`config.mk`:
```
export PLATFORM = sky130hd
export DESIGN_NAME = regspi_port
export DESIGN_NICKNAME = d
export VERILOG_FILES = /design/src/rtl/regspi_pkg.sv /design/src/rtl/regspi_sync.sv /design/src/rtl/regspi_ctrl.sv /design/src/rtl/regspi_dp.sv /design/src/rtl/regspi_port.sv
export SDC_FILE = /design/constraint.sdc
export NUM_CORES = 1
export LEC_CHECK = 0
export BUFFER_PORTS_ARGS = -buffer_cell sky130_fd_sc_hd__clkbuf_2
export CAP_MARGIN = 10
export CORE_MARGIN = 4
export CORE_UTILIZATION = 47
export CTS_CLUSTER_SIZE = 16
export DETAILED_ROUTE_END_ITERATION = 8
export PLACE_DENSITY = 0.7
export SETUP_SLACK_MARGIN = 0.1
export SLEW_MARGIN = 15
export SYNTH_ARGS = -nofsm -noshare
export SYNTH_HDL_FRONTEND = slang
export SYNTH_SLANG_ARGS = --single-unit
```
`constraint.sdc`:
```
create_clock -name clk -period 1.9 [get_ports clk]
set_input_delay 0.095 -clock clk [delete_from_list [all_inputs] [get_ports clk]]
set_output_delay 0.095 -clock clk [all_outputs]
set_load 0.1 [all_outputs]
```
`src/rtl/regspi_pkg.sv`:
```
package regspi_pkg;

  // Strobes from the frame control to the shift datapath
  typedef struct packed {
    logic clear;      // chip select idle: park outputs
    logic shiftIn;    // take one bit from the serial input
    logic shiftOut;   // falling serial edge seen
    logic dataPhase;  // outgoing bit belongs to the 24-bit data field
    logic hdrLatch;   // direction and address are complete in the shifter
    logic loadRd;     // register read data is valid now
  } ctlStb_t;

endpackage

```
`src/rtl/regspi_sync.sv`:
```
module regspi_sync #(
  parameter int STAGES = 2
) (
  input  logic clk,
  input  logic rstN,
  input  logic sclkIn,
  input  logic csIn,
  input  logic mosiIn,
  output logic sclkRise,
  output logic sclkFall,
  output logic csLvl,
  output logic mosiLvl
);
  logic [STAGES:0]   sclkPipe;
  logic [STAGES-1:0] csPipe;
  logic [STAGES-1:0] mosiPipe;

  always_ff @(posedge clk or negedge rstN) begin
    if (!rstN) begin
      sclkPipe <= '0;
      csPipe   <= '0;
      mosiPipe <= '0;
    end else begin
      sclkPipe <= {sclkPipe[STAGES-1:0], sclkIn};
      csPipe   <= {csPipe[STAGES-2:0], csIn};
      mosiPipe <= {mosiPipe[STAGES-2:0], mosiIn};
    end
  end

  assign sclkRise = sclkPipe[STAGES-1] & ~sclkPipe[STAGES];
  assign sclkFall = ~sclkPipe[STAGES-1] & sclkPipe[STAGES];
  assign csLvl    = csPipe[STAGES-1];
  assign mosiLvl  = mosiPipe[STAGES-1];
endmodule

```
`src/rtl/regspi_ctrl.sv`:
```
module regspi_ctrl
  import regspi_pkg::*;
#(
  parameter int ADDR_W = 6,
  parameter int DATA_W = 24
) (
  input  logic    clk,
  input  logic    rstN,
  input  logic    sclkRise,
  input  logic    sclkFall,
  input  logic    csLvl,
  input  logic    frameWrite,
  output ctlStb_t ctl,
  output logic    rdStb,
  output logic    wrStb
);
  localparam int HDR_BITS = 1 + ADDR_W;
  localparam int FRAME_W  = HDR_BITS + 1 + DATA_W;
  localparam int CNT_W    = $clog2(FRAME_W + 1);
  localparam logic [CNT_W-1:0] FULL_CNT   = CNT_W'(FRAME_W);
  localparam logic [CNT_W-1:0] LAST_CNT   = CNT_W'(FRAME_W - 1);
  localparam logic [CNT_W-1:0] HDR_CNT    = CNT_W'(HDR_BITS - 1);
  localparam logic [CNT_W-1:0] DATA_START = CNT_W'(FRAME_W - DATA_W);

  logic [CNT_W-1:0] bitCnt;
  logic hdrPulse, rdPulse, loadRdQ, wrStbQ;

  always_comb begin
    ctl.clear     = ~csLvl;
    ctl.shiftIn   = csLvl & sclkRise & (bitCnt < FULL_CNT);
    ctl.shiftOut  = csLvl & sclkFall;
    ctl.dataPhase = (bitCnt >= DATA_START) & (bitCnt < FULL_CNT);
    ctl.hdrLatch  = hdrPulse;
    ctl.loadRd    = loadRdQ;
  end

  assign rdStb = rdPulse & ~frameWrite & csLvl;
  assign wrStb = wrStbQ;

  always_ff @(posedge clk or negedge rstN) begin
    if (!rstN) begin
      bitCnt   <= '0;
      hdrPulse <= 1'b0;
      rdPulse  <= 1'b0;
      loadRdQ  <= 1'b0;
      wrStbQ   <= 1'b0;
    end else begin
      hdrPulse <= ctl.shiftIn & (bitCnt == HDR_CNT);
      rdPulse  <= hdrPulse;
      loadRdQ  <= rdStb;
      wrStbQ   <= ctl.shiftIn & (bitCnt == LAST_CNT) & frameWrite;
      if (!csLvl)
        bitCnt <= '0;
      else if (ctl.shiftIn)
        bitCnt <= bitCnt + 1'b1;
    end
  end

  // read and write strobes are mutually exclusive
  assert_one_strobe_R7: assert property (@(posedge clk) disable iff (!rstN)
    $onehot0({rdStb, wrStb}));

  // a write strobe only follows a complete frame
  assert_wr_full_frame_R5: assert property (@(posedge clk) disable iff (!rstN)
    wrStb |-> (bitCnt == FULL_CNT));

  // the bit counter saturates at the frame length
  assert_cnt_bound_R8: assert property (@(posedge clk) disable iff (!rstN)
    bitCnt <= FULL_CNT);

  // an idle chip select leaves the counter at zero on the next cycle
  assert_idle_cnt_R1: assert property (@(posedge clk) disable iff (!rstN)
    !csLvl |=> (bitCnt == '0) || csLvl);
endmodule

```
`src/rtl/regspi_dp.sv`:
```
module regspi_dp
  import regspi_pkg::*;
#(
  parameter int ADDR_W = 6,
  parameter int DATA_W = 24
) (
  input  logic              clk,
  input  logic              rstN,
  input  ctlStb_t           ctl,
  input  logic              mosiLvl,
  input  logic [DATA_W-1:0] rdData,
  output logic              frameWrite,
  output logic [ADDR_W-1:0] addr,
  output logic [DATA_W-1:0] wdata,
  output logic              miso
);
  localparam int HDR_BITS = 1 + ADDR_W;
  localparam int SHIFT_W  = (DATA_W > HDR_BITS) ? DATA_W : HDR_BITS;

  logic [SHIFT_W-1:0] rxShift;
  logic [DATA_W-1:0]  txShift;
  logic [ADDR_W-1:0]  addrReg;
  logic               dirReg;
  logic               misoReg;

  always_ff @(posedge clk or negedge rstN) begin
    if (!rstN) begin
      rxShift <= '0;
      addrReg <= '0;
      dirReg  <= 1'b0;
    end else begin
      if (ctl.shiftIn)
        rxShift <= {rxShift[SHIFT_W-2:0], mosiLvl};
      if (ctl.hdrLatch) begin
        addrReg <= rxShift[ADDR_W-1:0];
        dirReg  <= rxShift[ADDR_W];
      end
    end
  end

  always_ff @(posedge clk or negedge rstN) begin
    if (!rstN) begin
      txShift <= '0;
      misoReg <= 1'b0;
    end else if (ctl.clear) begin
      txShift <= '0;
      misoReg <= 1'b0;
    end else begin
      if (ctl.loadRd)
        txShift <= rdData;
      else if (ctl.shiftOut && ctl.dataPhase)
        txShift <= {txShift[DATA_W-2:0], 1'b0};
      if (ctl.shiftOut)
        misoReg <= ctl.dataPhase ? txShift[DATA_W-1] : 1'b0;
    end
  end

  assign frameWrite = dirReg;
  assign addr       = addrReg;
  assign wdata      = rxShift[DATA_W-1:0];
  assign miso       = misoReg;

  // header and trailing bit times always carry 0 on the output
  assert_hdr_zero_R6: assert property (@(posedge clk) disable iff (!rstN)
    (ctl.shiftOut && !ctl.dataPhase && !ctl.clear) |=> !miso);

  // idle chip select forces the output low on the next cycle
  assert_idle_miso_R1: assert property (@(posedge clk) disable iff (!rstN)
    ctl.clear |=> !miso);
endmodule

```
`src/rtl/regspi_port.sv`:
```
module regspi_port
  import regspi_pkg::*;
#(
  parameter int ADDR_W      = 6,
  parameter int DATA_W      = 24,
  parameter int SYNC_STAGES = 2
) (
  input  logic              clk,
  input  logic              rstN,
  input  logic              spiSclk,
  input  logic              spiCs,
  input  logic              spiMosi,
  output logic              spiMiso,
  output logic [ADDR_W-1:0] regAddr,
  output logic [DATA_W-1:0] regWdata,
  output logic              regWrStb,
  output logic              regRdStb,
  input  logic [DATA_W-1:0] regRdData
);
  logic    sclkRise, sclkFall, csLvl, mosiLvl, frameWrite;
  ctlStb_t ctl;

  regspi_sync #(.STAGES(SYNC_STAGES)) uSync (
    .clk(clk), .rstN(rstN),
    .sclkIn(spiSclk), .csIn(spiCs), .mosiIn(spiMosi),
    .sclkRise(sclkRise), .sclkFall(sclkFall),
    .csLvl(csLvl), .mosiLvl(mosiLvl)
  );

  regspi_ctrl #(.ADDR_W(ADDR_W), .DATA_W(DATA_W)) uCtrl (
    .clk(clk), .rstN(rstN),
    .sclkRise(sclkRise), .sclkFall(sclkFall), .csLvl(csLvl),
    .frameWrite(frameWrite), .ctl(ctl),
    .rdStb(regRdStb), .wrStb(regWrStb)
  );

  regspi_dp #(.ADDR_W(ADDR_W), .DATA_W(DATA_W)) uDp (
    .clk(clk), .rstN(rstN), .ctl(ctl), .mosiLvl(mosiLvl),
    .rdData(regRdData), .frameWrite(frameWrite),
    .addr(regAddr), .wdata(regWdata), .miso(spiMiso)
  );
endmodule

```
Yosys cells after proc, flatten, opt, wreduce, memory -nomap -nowiden:

Cells that the tools add are included.
Widths: inputs -> output; s select.

* bits of input ports: 29
* flip-flop bits (word level): 73
* logic and storage cells: 44
* output and inout port bits: 33

* equal/unequal tests: 5
* bitwise operators: 14
* mux-type cells: 8
* add/subtract/negate cells: 1
* $lt $le $gt $ge: 2
* reductions and logical operators: 1

Operators by type and width (number)
* $mux 24: 3
* $mux 6: 2
* $and 1x1->1: 11
* $add 6x1->6 const B: 1
* $eq 6x3->1 const B: 1
* $eq 6x5->1 const B: 1
* $ge 6x4->1 const B: 1
* $lt 6x6->1 const B: 1
* $ne 2x1->1 const B: 2
* $mux 1: 3
* $ne 3x1->1 const B: 1
* $not 1->1: 3
* $logic_and 1x1->1: 1

Depth between registers and ports, before layout:

* word-level depth: 7
* gate-level depth with buffers: 5
* gate-level depth less buffers: 4

Cells and area by module:

A second synthesis with hierarchy kept.

* cell total of the unflattened synthesis: 234
* area total of the unflattened synthesis: 3061.7 um2

By module, submodules not included
* regspi_dp: area each 2386.0 um2, instances 1, cells an instance 177
* regspi_ctrl: area each 485.5 um2, instances 1, cells an instance 48
* regspi_sync: area each 190.2 um2, instances 1, cells an instance 9

Least setup slack after synthesis:

Ideal clock, no wire load.

* kind: register to register
* start point: register uSync.csPipe[1]
* end point: register uCtrl.loadRdQ
* data required time: 1.691 ns
* cell stages (with the launch flop): 2
* data arrival time: 1.235 ns
* path buffers: 0
* setup time: 0.209 ns
* path slack: 0.456 ns
* path through: dfrtp_1 > and3b_1

* word-level cells in the longest chain between the ends: 1

Ends and longest elaborated chain
* start, declared: line regspi_sync.sv:15 `logic [STAGES-1:0] csPipe;`
* start signal, assigned: line regspi_sync.sv:25 `csPipe <= {csPipe[STAGES-2:0], csIn};`
* $and 1x1->1: line regspi_ctrl.sv:37 `assign rdStb = rdPulse & ~frameWrite & csLvl;`
* named net regRdStb: line regspi_port.sv:17 `output logic regRdStb,`
* end signal, assigned: line regspi_ctrl.sv:50 `loadRdQ <= rdStb;`
* end, declared: line regspi_ctrl.sv:26 `logic hdrPulse, rdPulse, loadRdQ, wrStbQ;`

The timed path passes the listed nets, and every way through them passes these cells.
A chain may end at the register's enable or synchronous reset.

Worst setup path after layout:

* start point: register uSync.csPipe[1]
* end point: output regRdStb

* word-level cells in the longest chain between the ends: 1

Ends and longest elaborated chain (line)
* $and 1x1->1: regspi_ctrl.sv:37
* end, declared: regspi_port.sv:17

No other way between the ends.

==> flow_metrics.tcl <==
set metrics [dict create \
    first_pass_iters 4 \
    irDropWorstVdd_uv 596 \
    synth_top_cell_by_area "dfrtp_1" \
    port_buffers 61 \
    clkTransAtPathRegs_ps 80 \
    fin_crit_sh_pct 81.2 \
    synth_top_cells_by_count "nand2_1 (81), dfrtp_1 (73), o21ai_0 (47)" \
    syn_nets 343 \
    synth_most_common_cell "nand2_1" \
    global_route.usage.total_pct 18.8 \
    timing.final.crit_period_ps 1540 \
    layout.nets 405 \
    critical_path.endpoint_type "primary output" \
    ys_seq_elements 73 \
    grt_start_max_net_pins 37 \
    overflow 0 \
    routed_wl_um 6590 \
    synth_async_sr_flop_share_pct 100 \
    synth_flop_cell "dfrtp_1" \
    std_cell_rows 29 \
    min-delay-start "regRdData[13]" \
    startpoint "uSync.csPipe[1]" \
    cp.arrival_ps 1450 \
    netlist.area_leader.share_pct 59.4 \
    crit_path_top_delay_cell "dfrtp_1" \
    synthesis_to_finish_area_growth_pct 20.2 \
    path_cells "buf_4 -> and3b_1 -> buf_12" \
    layout.cell_area.non_filler_um2 3700 \
    clockRootBuffer "clkbuf_8" \
    cts_max_path_buffers 2 \
    outcome "finished clean" \
    vias_in_the_first_global_route 2411 \
    global_route_wire_length_before_repair_um 11400 \
    wl_per_cell_um 14.5 \
    synthesis.instances 311 \
    placedInstanceArea_um2 3460 \
    power_leakage_nw 1.86 \
    timing.final.setup_violations 0 \
    floorplan.initialDensity_pct 48.4 \
    syn_avg_cell_area_um2 9.89 \
    tritoncts.num_buffers 9 \
    cts_tree "yes" \
    timing.fmax_mhz 648 \
    chipHeight_um 88.9 \
    dieArea_um2 7900 \
    synth_edf_count 0 \
    power-per-cell-area_nw_per_um2 897 \
    clock_sink_count 73 \
    detailedRoute.firstIterationViolations 102 \
    synth-seq-area-share_pct 59.4 \
    rr_startpoint "uSync.sclkPipe[1]" \
    finalClockSkew_ps 10.7 \
    floorplan.die.width_um 88.9 \
    gpl.final_weighted_congestion 0.772 \
    layout-drive-gt1-share_pct 25.7 \
    netlist_cell_types 31 \
    final_hold_fails 0 \
    hold_class "in -> reg" \
    relSlewSlack_pct 60.1 \
    cts.htree.levels 3 \
    grt_setup_unrepaired "false" \
    path_class "reg -> out" \
    remaining_drc_errors 0 \
    synth.area.top_cells "dfrtp_1 (59%), nand2_1 (9.9%), o21ai_0 (7.6%)" \
    startpoint_type "flip-flop" \
    sum_of_negative_setup_slack_ps 0 \
    core_region_area_um2 6350 \
    io-pin-count 62 \
    routed-via-count 2439 \
    crit_path_max_incr_delay_ps 440 \
    max_cap_violations 0 \
    place.detailed.hpwl_um 4310 \
    worstPathRequired_ps 1800 \
    yosysWarnings 0 \
    worst_skew_pair.late_latency_ps 350 \
    slew_viols_final 0 \
    vias_per_cell 5.36 \
    syn_area_um2 3080 \
    num_antenna_cells 0 \
    number_of_antenna_violations_at_the_first_check_in_global_routing 0 \
    worstPathMaxFanout 14 \
    route.antenna.remaining_nets 0 \
    tightestPinTransition_ps 597 \
]
-- layer usage --
layer / vias to the layer above / part of all wire (%) / GRT usage (%)
met5: - / 0 / 0
met4: 0 / 1.2 / 6.46
met3: 8 / 6.0 / 6.54
met2: 66 / 46 / 29.4
met1: 1170 / 47 / 24.6
li1: 1195 / - / -
-- where the power goes --
| part | switching, mW | internal [mW] | leakage [nW] |
|---|---|---|---|
| Combinational | 0.439 | 0.0936 | 0.770 |
| Clock | 0.601 | 0.522 | 0.0931 |
| Sequential | 0.0532 | 1.61 | 0.997 |
| Total | 1.09 | 2.22 | 1.86 |
-- registers in the layout (all words and copies together) (netlist names) --
register,count
uCtrl.bitCnt,6
uCtrl.hdrPulse,1
uCtrl.loadRdQ,1
uCtrl.rdPulse,1
uCtrl.wrStb,1
uDp.addr,6
uDp.frameWrite,1
uDp.miso,1
uDp.txShift,24
uDp.wdata,24
uSync.csPipe,2
uSync.mosiPipe,2
uSync.sclkPipe,3
-- cell type report --
class                      instances  area, µm²
clock inverter                     6       51.3
fill                             571       2650
tap                               77       96.3
multi-input combinational        209       1120
clock buffer                      10        138
inverter                           4       15.0
timing repair buffer              76        448
sequential                        73       1830
-- final timing paths --
kind / to / slack (ps) / depth (start not counted)
setup / recovery: regRdStb / 360 / 3
hold / removal: uDp.txShift[13] / 40 / 3
setup reg to reg: uDp.txShift[15] / 470 / 4
hold reg to reg: uSync.sclkPipe[1] / 360 / 0
max in group asynchronous: uDp.txShift[5] / 1030 / 3
min in group asynchronous: uCtrl.bitCnt[2] / 240 / 2
-- repair_timing --
| item | CTS | global route |
|---|---|---|
| resized for setup | 0 | 0 |
| hold endpoints to repair | 38 | 0 |
| setup buffers | 0 | 0 |
| hold buffers | 5 | 0 |
-- cell families after synthesis --
kind of cell	count (synthesis)	share of synthesized area, %
adders and majority gates	3	1.22
DFF	73	59.4
and+or+nand+nor	98	14.1
AOI/OAI and AO/OA	99	17.5
buffers and inverters	29	4.64
muxes	9	3.21
-- worst max-delay path: cells and delay by family, from the launching register on --
family / cells / cell delay [ps]
buffers and inverters: 2 / 420
DFF: 1 / 440
and+or+nand+nor: 1 / 240
-- placed cells by master (no fill, tap or decap), drive strengths merged, types with 2 or more instances in the layout --
| master | netlist | layout |
|---|---|---|
| nand4 | 2 | 2 |
| buf | 14 | 12 |
| dfrtp | 73 | 73 |
| a21boi | 2 | 2 |
| nand3 | 3 | 3 |
| dlygate4sd3 | 0 | 5 |
| mux2 | 7 | 7 |
| o21ai | 49 | 49 |
| nand2 | 81 | 81 |
| a21oi | 23 | 23 |
| clkbuf | 11 | 69 |
| ha | 3 | 3 |
| nor2 | 2 | 2 |
| inv | 4 | 5 |
| a31oi | 23 | 23 |
| nand4bb | 2 | 2 |
| mux2i | 2 | 2 |
| clkinv | 0 | 4 |
-- stage by stage --
stage	setup WS [ps]	hold slack, ps	utilization (%)	std cells	total power, mW
3_3_place_gp	496	79.7	54.4	434	2.21
3_5_place_dp	461	85.7	54.4	434	2.22
6_report	357	36.2	58.2	455	3.31
4_1_cts	316	20.9	58.2	455	3.37
5_1_grt	268	25.0	58.2	455	3.47
2_1_floorplan	456	-201	-	311	2.07
Note: power is estimated with default switching activity, not from simulation.
